**src/rtl/rst_cause_pkg.sv**
```systemverilog
package rst_cause_pkg;

    typedef enum logic [2:0] {
        EV_NONE,
        EV_POR,
        EV_PIN,
        EV_DBG,
        EV_WDT,
        EV_DBGWAKE,
        EV_GPIOWAKE,
        EV_WDTWAKE
    } rst_event_e;

    // {power-on, stop recovery, watchdog, external}
    typedef logic [3:0] cause_flags_t;

    typedef enum logic [1:0] {
        FLT_IDLE,
        FLT_COUNT,
        FLT_ACTIVE
    } filt_state_e;

    typedef enum logic {
        STAT_EMPTY,
        STAT_HELD
    } stat_state_e;

    function automatic cause_flags_t pattern_of(input rst_event_e ev);
        cause_flags_t p;
        unique case (ev)
            EV_POR:      p = 4'b1000;
            EV_PIN:      p = 4'b0001;
            EV_DBG:      p = 4'b1000;
            EV_WDT:      p = 4'b0010;
            EV_DBGWAKE:  p = 4'b1000;
            EV_GPIOWAKE: p = 4'b0100;
            EV_WDTWAKE:  p = 4'b0110;
            default:     p = 4'b0000;
        endcase
        return p;
    endfunction

endpackage

```
**src/rtl/rst_event_pick.sv**
```systemverilog
module rst_event_pick
    import rst_cause_pkg::*;
(
    input  logic       ev_por,
    input  logic       ev_pin,
    input  logic       ev_wdt,
    input  logic       ev_dbg,
    input  logic       ev_dbgwake,
    input  logic       ev_gpiowake,
    input  logic       ev_wdtwake,
    output rst_event_e ev_sel
);

    // Fixed priority: resets before wakes, power-on highest.
    always_comb begin
        if (ev_por)           ev_sel = EV_POR;
        else if (ev_pin)      ev_sel = EV_PIN;
        else if (ev_dbg)      ev_sel = EV_DBG;
        else if (ev_wdt)      ev_sel = EV_WDT;
        else if (ev_dbgwake)  ev_sel = EV_DBGWAKE;
        else if (ev_gpiowake) ev_sel = EV_GPIOWAKE;
        else if (ev_wdtwake)  ev_sel = EV_WDTWAKE;
        else                  ev_sel = EV_NONE;
    end

endmodule

```
**src/rtl/rst_cause_status.sv**
```systemverilog
module rst_cause_status
    import rst_cause_pkg::*;
(
    input  logic         clk,
    input  logic         rst_n,
    input  rst_event_e   ev_sel,
    input  logic         rd_hit,
    output cause_flags_t flags
);

    stat_state_e  state_q, state_d;
    cause_flags_t flags_q, flags_d;

    always_ff @(posedge clk or negedge rst_n) begin
        if (!rst_n) begin
            state_q <= STAT_EMPTY;
            flags_q <= '0;
        end else begin
            state_q <= state_d;
            flags_q <= flags_d;
        end
    end

    // Next state: an event always records; a read only clears when no event.
    always_comb begin
        state_d = state_q;
        flags_d = flags_q;
        if (ev_sel != EV_NONE) begin
            state_d = STAT_HELD;
            flags_d = pattern_of(ev_sel);
        end else begin
            unique case (state_q)
                STAT_EMPTY: begin
                    state_d = STAT_EMPTY;
                end
                STAT_HELD: begin
                    if (rd_hit) begin
                        state_d = STAT_EMPTY;
                        flags_d = '0;
                    end
                end
                default: begin
                    state_d = STAT_EMPTY;
                    flags_d = '0;
                end
            endcase
        end
    end

    always_comb begin
        flags = flags_q;
    end

endmodule

```
**src/rtl/rst_pin_filter.sv**
```systemverilog
module rst_pin_filter
    import rst_cause_pkg::*;
#(
    parameter int MIN_LOW = 4
) (
    input  logic clk,
    input  logic rst_n,
    input  logic pin_n,
    output logic req
);

    localparam int CNT_W = $clog2(MIN_LOW + 1);

    filt_state_e      state_q, state_d;
    logic [CNT_W-1:0] cnt_q, cnt_d;

    always_ff @(posedge clk or negedge rst_n) begin
        if (!rst_n) begin
            state_q <= FLT_IDLE;
            cnt_q   <= '0;
        end else begin
            state_q <= state_d;
            cnt_q   <= cnt_d;
        end
    end

    always_comb begin
        state_d = state_q;
        cnt_d   = cnt_q;
        unique case (state_q)
            FLT_IDLE: begin
                cnt_d = '0;
                if (!pin_n) begin
                    if (MIN_LOW <= 1) begin
                        state_d = FLT_ACTIVE;
                    end else begin
                        state_d = FLT_COUNT;
                        cnt_d   = CNT_W'(1);
                    end
                end
            end
            FLT_COUNT: begin
                if (pin_n) begin
                    state_d = FLT_IDLE;
                    cnt_d   = '0;
                end else if (cnt_q == CNT_W'(MIN_LOW - 1)) begin
                    state_d = FLT_ACTIVE;
                    cnt_d   = '0;
                end else begin
                    cnt_d = cnt_q + CNT_W'(1);
                end
            end
            FLT_ACTIVE: begin
                if (pin_n) state_d = FLT_IDLE;
            end
            default: begin
                state_d = FLT_IDLE;
                cnt_d   = '0;
            end
        endcase
    end

    always_comb begin
        req = (state_q == FLT_ACTIVE);
    end

endmodule

```
**src/rtl/rst_cause_reg.sv**
```systemverilog
module rst_cause_reg
    import rst_cause_pkg::*;
#(
    parameter int              ADDR_W    = 8,
    parameter logic [ADDR_W-1:0] STAT_ADDR = 8'hF0,
    parameter int              MIN_LOW   = 4
) (
    input  logic              clk,
    input  logic              rst_n,
    input  logic              ev_por,
    input  logic              ev_pin,
    input  logic              ev_wdt,
    input  logic              ev_dbg,
    input  logic              ev_dbgwake,
    input  logic              ev_gpiowake,
    input  logic              ev_wdtwake,
    input  logic [ADDR_W-1:0] bus_addr,
    input  logic              bus_rd,
    input  logic              bus_wr,
    input  logic [7:0]        bus_wdata,
    output logic [7:0]        bus_rdata,
    output logic              wdog_ctl_we,
    output logic [7:0]        wdog_ctl_wdata,
    input  logic              rst_pin_n,
    output logic              sys_rst_req
);

    rst_event_e   ev_sel;
    cause_flags_t cause_q;
    logic         addr_hit;
    logic         rd_hit;

    always_comb begin
        addr_hit = (bus_addr == STAT_ADDR);
        rd_hit   = bus_rd && addr_hit;
    end

    rst_event_pick u_pick (
        .ev_por      (ev_por),
        .ev_pin      (ev_pin),
        .ev_wdt      (ev_wdt),
        .ev_dbg      (ev_dbg),
        .ev_dbgwake  (ev_dbgwake),
        .ev_gpiowake (ev_gpiowake),
        .ev_wdtwake  (ev_wdtwake),
        .ev_sel      (ev_sel)
    );

    rst_cause_status u_status (
        .clk    (clk),
        .rst_n  (rst_n),
        .ev_sel (ev_sel),
        .rd_hit (rd_hit),
        .flags  (cause_q)
    );

    rst_pin_filter #(.MIN_LOW(MIN_LOW)) u_filter (
        .clk   (clk),
        .rst_n (rst_n),
        .pin_n (rst_pin_n),
        .req   (sys_rst_req)
    );

    always_comb begin
        bus_rdata      = rd_hit ? {cause_q, 4'b0000} : 8'h00;
        wdog_ctl_we    = bus_wr && addr_hit;
        wdog_ctl_wdata = bus_wdata;
    end

endmodule

```
**config.mk**
```make
export PLATFORM = sky130hd
export DESIGN_NAME = rst_cause_reg
export DESIGN_NICKNAME = d
export VERILOG_FILES = /design/src/rtl/rst_cause_pkg.sv /design/src/rtl/rst_event_pick.sv /design/src/rtl/rst_cause_status.sv /design/src/rtl/rst_pin_filter.sv /design/src/rtl/rst_cause_reg.sv
export SDC_FILE = /design/constraint.sdc
export NUM_CORES = 1
export LEC_CHECK = 0
export BUFFER_PORTS_ARGS = -buffer_cell sky130_fd_sc_hd__buf_2
export CORE_UTILIZATION = 39
export DETAILED_ROUTE_END_ITERATION = 10
export PLACE_DENSITY = 0.75
export SLEW_MARGIN = 20
export SYNTH_ARGS = -nofsm -noshare
export SYNTH_HDL_FRONTEND = slang
export SYNTH_SLANG_ARGS = --single-unit
```
**constraint.sdc**
```tcl
create_clock -name clk -period 1.8 [get_ports clk]
set_clock_uncertainty 0.05 [all_clocks]
set_input_delay 0.27 -clock clk [delete_from_list [all_inputs] [get_ports clk]]
set_output_delay 0.27 -clock clk [all_outputs]
set_load 0.01 [all_outputs]
```
==> Yosys cells after proc, flatten, opt, wreduce, memory -nomap -nowiden <==
Index checks and enable logic that the tools add are counted.
Widths: inputs -> output; s select.
{ "totals": {"wordCells": 53, "out_inout_bits": 18, "inputBits": 28, "register_bits": 10} }
{ "op_classes": {"mux": 24, "bitwise_logic": 1, "n_addsub": 1, "n_eq_ne": 14, "n_reduce_logical": 9} }
{ "op_table": {"columns": ["operator", "count"], "rows": [
  ["$mux 3", 9],
  ["$pmux 4 s5", 1],
  ["$eq 3x3->1 const B", 4],
  ["$mux 4", 3],
  ["$eq 3x2->1 const B", 3],
  ["$pmux 3 s3", 1],
  ["$eq 8x8->1 const B", 1],
  ["$mux 2", 4],
  ["$mux 8", 1],
  ["$pmux 2 s3", 1],
  ["$ne 2x2->1 const B", 2],
  ["$reduce_bool 2->1", 2],
  ["$add 3x1->3 const B", 1],
  ["$eq 3x1->1 const B", 1],
  ["$mux 1", 3],
  ["$ne 3x2->1 const B", 1],
  ["$reduce_and 3->1", 1],
  ["$reduce_bool 3->1", 1],
  ["$reduce_or 3->1", 1],
  ["$eq 2x1->1 const B", 1],
  ["$eq 2x2->1 const B", 1],
  ["$logic_and 1x1->1", 2],
  ["$logic_not 2->1", 1],
  ["$pmux 1 s2", 1],
  ["2 further kinds", 2]
]} }

==> Logic depth before layout (Yosys ltp) <==
{ "depth": {"ltp_word": 11, "ltp_mapped": 4, "mapped_depth_nobuf": 4} }

==> Hierarchy <==
From an unflattened synthesis, not the netlist that was laid out.
{ "unflattened": {"cells_unflattened": 80, "area_unflattened_um2": 725.7} }
{ "by_module_without_submodules": {"columns": ["mod", "area_per_inst_um2", "seq_area_each_um2", "n_inst", "cells_each"], "rows": [
  ["rst_cause_status", 231.5, 125.1, 1, 21],
  ["rst_pin_filter", 231.5, 125.1, 1, 21],
  ["rst_cause_reg", 201.4, 0.0, 1, 27],
  ["rst_event_pick", 61.3, 0.0, 1, 11]
]} }

==> Least setup slack after synthesis <==
Ideal clock, no wire load.
{ "synth_timing": {"path_type": "input to output", "start": "in bus_addr[1]", "end": "out bus_rdata[4]", "t_required_ns": 1.480, "path_slack_ns": 0.299, "cell_stages": 3, "arrival_ns": 1.181, "path_buffers": 0, "cell_sequence": "or4_4 > nor3_4 > and2_1"} }
{ "synth_via": {"elab_chain_cells": 3} }
{ "synth_lines": {"columns": ["item", "line", "rtl"], "rows": [
  ["from (decl)", "rst_cause_reg.sv:17", "input logic [ADDR_W-1:0] bus_addr,"],
  ["$eq 8x8->1", "rst_cause_reg.sv:34", "addr_hit = (bus_addr == STAT_ADDR);"],
  ["$logic_and 1x1->1", "rst_cause_reg.sv:35", "rd_hit = bus_rd && addr_hit;"],
  ["$mux 8", "rst_cause_reg.sv:65", "bus_rdata = rd_hit ? {cause_q, 4'b0000} : 8'h00;"],
  ["to (decl)", "rst_cause_reg.sv:21", "output logic [7:0] bus_rdata,"]
]} }
Every way passes these cells.

==> Worst setup path after layout <==
Ends and elaborated chain as after synthesis.

==> impl_metrics.tcl <==
set metrics [dict create \
    ant_nets 0 \
    cp_data_arrival_time_ns 1.42 \
    syn_inst 67 \
    ir_worst_vdd_mv 0.347 \
    synthTopCellsByArea "dfrtp_1 39%, buf_4 14%, inv_1 4.1%, and2_1 3.9%, nor4_4 3.3%" \
    worstHoldStart "rst_pin_n" \
    yosysSeqAreaShare_pct 39.1 \
    worstPathRequired_ns 1.48 \
    synth_area_sq_um 639 \
    max-cap-violations 0 \
    rr_startpoint "u_filter.cnt_q[0]" \
    cts_buffers 3 \
    ys_ff_latch 10 \
    rr_worst_depth 3 \
    dr.pass1.iters 4 \
    power_density_nw_per_um2 613 \
    path_max_fanout 5 \
    crit_slowest_cell "or4_4" \
    cts_tree "built" \
    overflow 0 \
    timing.critical_path.buf_inv 2 \
    remaining_drc_errors 0 \
    async_flop_share_pct 100 \
    max_freq_mhz 576 \
    post-route-period-util_pct 96.4 \
    synth_edf_count 0 \
    slew_violations 0 \
    cp-start-kind "primary input" \
    crit_family "simple AND/OR/NAND/NOR gates" \
    grt_first_pass_wirelength_mm 1.97 \
    tns_ns 0 \
    num_io_pins 46 \
    yosys.area.top_type_share_pct 39.1 \
    viasPerCell 5.11 \
    fin_util_pct 48.9 \
    htreeDepth 1 \
    gp_congestion 0.719 \
    worstHoldEndpoint "u_filter.state_q[1]" \
    grt_pass1_vias 486 \
    path_clk_slew_ns 0.06 \
    routedWlPerCell_um 12.3 \
    area_delta_synth_final_pct 16.6 \
    ys_warn_count 0 \
    path_cells "buf_2, or4_4, nor3_4, and2_1, buf_2" \
    synth_flop_cell "dfrtp_1" \
    path_depth 5 \
    crit_top_cell "buf_2" \
    setup_viol 0 \
    avgSynthCellArea_sq_um 9.54 \
    critPathMaxStageDelay_ns 0.57 \
    rows 14 \
    rsz0062_at_grt "false" \
    yosysTopAreaCell "dfrtp_1" \
    hold_viol 0 \
    root_buffer "clkbuf_4" \
    cts.sinks 10 \
    clock_path_buffers 2 \
    reg2reg_to "u_filter.cnt_q[0]" \
    synth_cell_types 24 \
    rrSetupSlack_ns 0.54 \
    antenna_found_initial 0 \
    leakagePower_nw 0.374 \
    grt_max_degree 11 \
    diodes 0 \
    final_net_count 119 \
    post_cts_resized 0 \
    whs_path_depth 2 \
    wirelength_mm 1.28 \
    min_period_ns 1.74 \
    holdCritPathClass "primary input to flop" \
    track_usage_pct 15.3 \
    dpl.hpwl_mm 1.01 \
    initial_utilization_pct 42.0 \
    drt-initial-drc-count 1 \
    die_h_um 42.5 \
    clk_latency_ns 0.27 \
    critPathKind "primary input to output port" \
    cp-end-kind "output port" \
    dieWidth_um 42.5 \
    die_area_sq_um 1810 \
    portBuffers 25 \
    num_vias 531 \
    outcome "finished, final reports clean" \
    drive_gt1_share_pct 37.5 \
    core_sq_um 1520 \
]
## through the flow
step	instance area, sq um	instances	power [mW]	hold WS, ns	setup slack (ns)
after floorplan	651	70	0.295	-0.0756	0.299
after global placement	713	100	0.304	0.0886	0.0766
after detailed placement	713	100	0.308	0.0937	0.0514
after CTS	746	104	0.465	0.138	0.0510
after global routing	746	104	0.483	0.130	0.0291
final	746	104	0.457	0.148	0.0642
## metal layers
| metal | vias up | wire length, um | GRT usage (%) |
|---|---|---|---|
| li1 | 264 | - | - |
| met4 | 0 | 12 | 8.13 |
| met5 | - | 0 | 0 |
| met1 | 239 | 492 | 15.2 |
| met3 | 4 | 103 | 7.76 |
| met2 | 24 | 673 | 25.8 |
## layout by cell type, fill, tap and decap left out
cell	netlist	final
dlygate4sd3_1	0	1
nand3_1	4	4
buf_4	12	1
nor4_4	1	1
ha_1	1	1
nor3b_1	2	2
or4_4	1	1
inv_1	7	7
nor3_1	2	2
clkbuf_4	0	3
and2_1	4	4
buf_2	0	25
nor2b_1	2	2
dfrtp_1	10	10
a21oi_1	2	2
o211ai_1	2	2
a31oi_1	1	1
nor2_1	3	3
o21ai_0	4	4
nor4_2	1	1
nand4_1	1	1
o221ai_1	1	1
a22o_1	2	2
nor3_4	1	1
a311oi_1	1	1
conb_1	1	4
o2bb2ai_1	1	1
## power by group
| part | switching (mW) | leakage [nW] | total (mW) | internal (mW) |
|---|---|---|---|---|
| clock | 0.0756 | 0.0138 | 0.153 | 0.0773 |
| sequential | 0.00641 | 0.126 | 0.240 | 0.233 |
| combinational | 0.0344 | 0.234 | 0.0647 | 0.0303 |
## cells in the mapped netlist, types with 2 or more instances
cell      instances
o211ai_1          2
a21oi_1           2
nor3b_1           2
nand3_1           4
nor2_1            3
buf_4            12
nor3_1            2
o21ai_0           4
and2_1            4
inv_1             7
dfrtp_1          10
a22o_1            2
nor2b_1           2
## registers in the layout (all words and copies together), names as in the netlist
register and cells:
u_filter.cnt_q 3, u_filter.state_q 2, u_status.flags 4, u_status.state_q 1
## worst max-delay path by stage
stage,startpoint,endpoint
floorplan,bus_addr[1],bus_rdata[4]
global route,bus_addr[1],bus_rdata[5]
detailed placement,bus_addr[1],bus_rdata[5]
global placement,bus_addr[1],bus_rdata[7]
finish,bus_addr[1],bus_rdata[4]
CTS,bus_addr[1],bus_rdata[5]
## logic make-up (layout without fill, tap and decap cells)
kind of cell | Yosys count | count (layout) | synth area share, %
AO/OA/AOI/OAI | 14 | 14 | 14.9
adder cells (fa/ha/maj) | 1 | 1 | 1.96
buffers and inverters | 19 | 37 | 18.2
flip-flops | 10 | 10 | 39.1
other | 1 | 4 | 0.587
AND/OR/NAND/NOR | 22 | 22 | 25.2
## layout make-up
type                       instances  area, sq um
timing repair buffer              27          143
fill                             164          778
multi-input combinational         41          284
clock buffer                       3         22.5
tap                               16         20.0
sequential                        10          250
inverter                           7         26.3
## timing repair
item | in CTS | in global routing
setup endpoints to repair | 0 | 0
endpoints found under the hold margin | 10 | 0
hold buffers | 1 | 0
setup buffers | 0 | 0
Power figures use the tool's default switching activity.
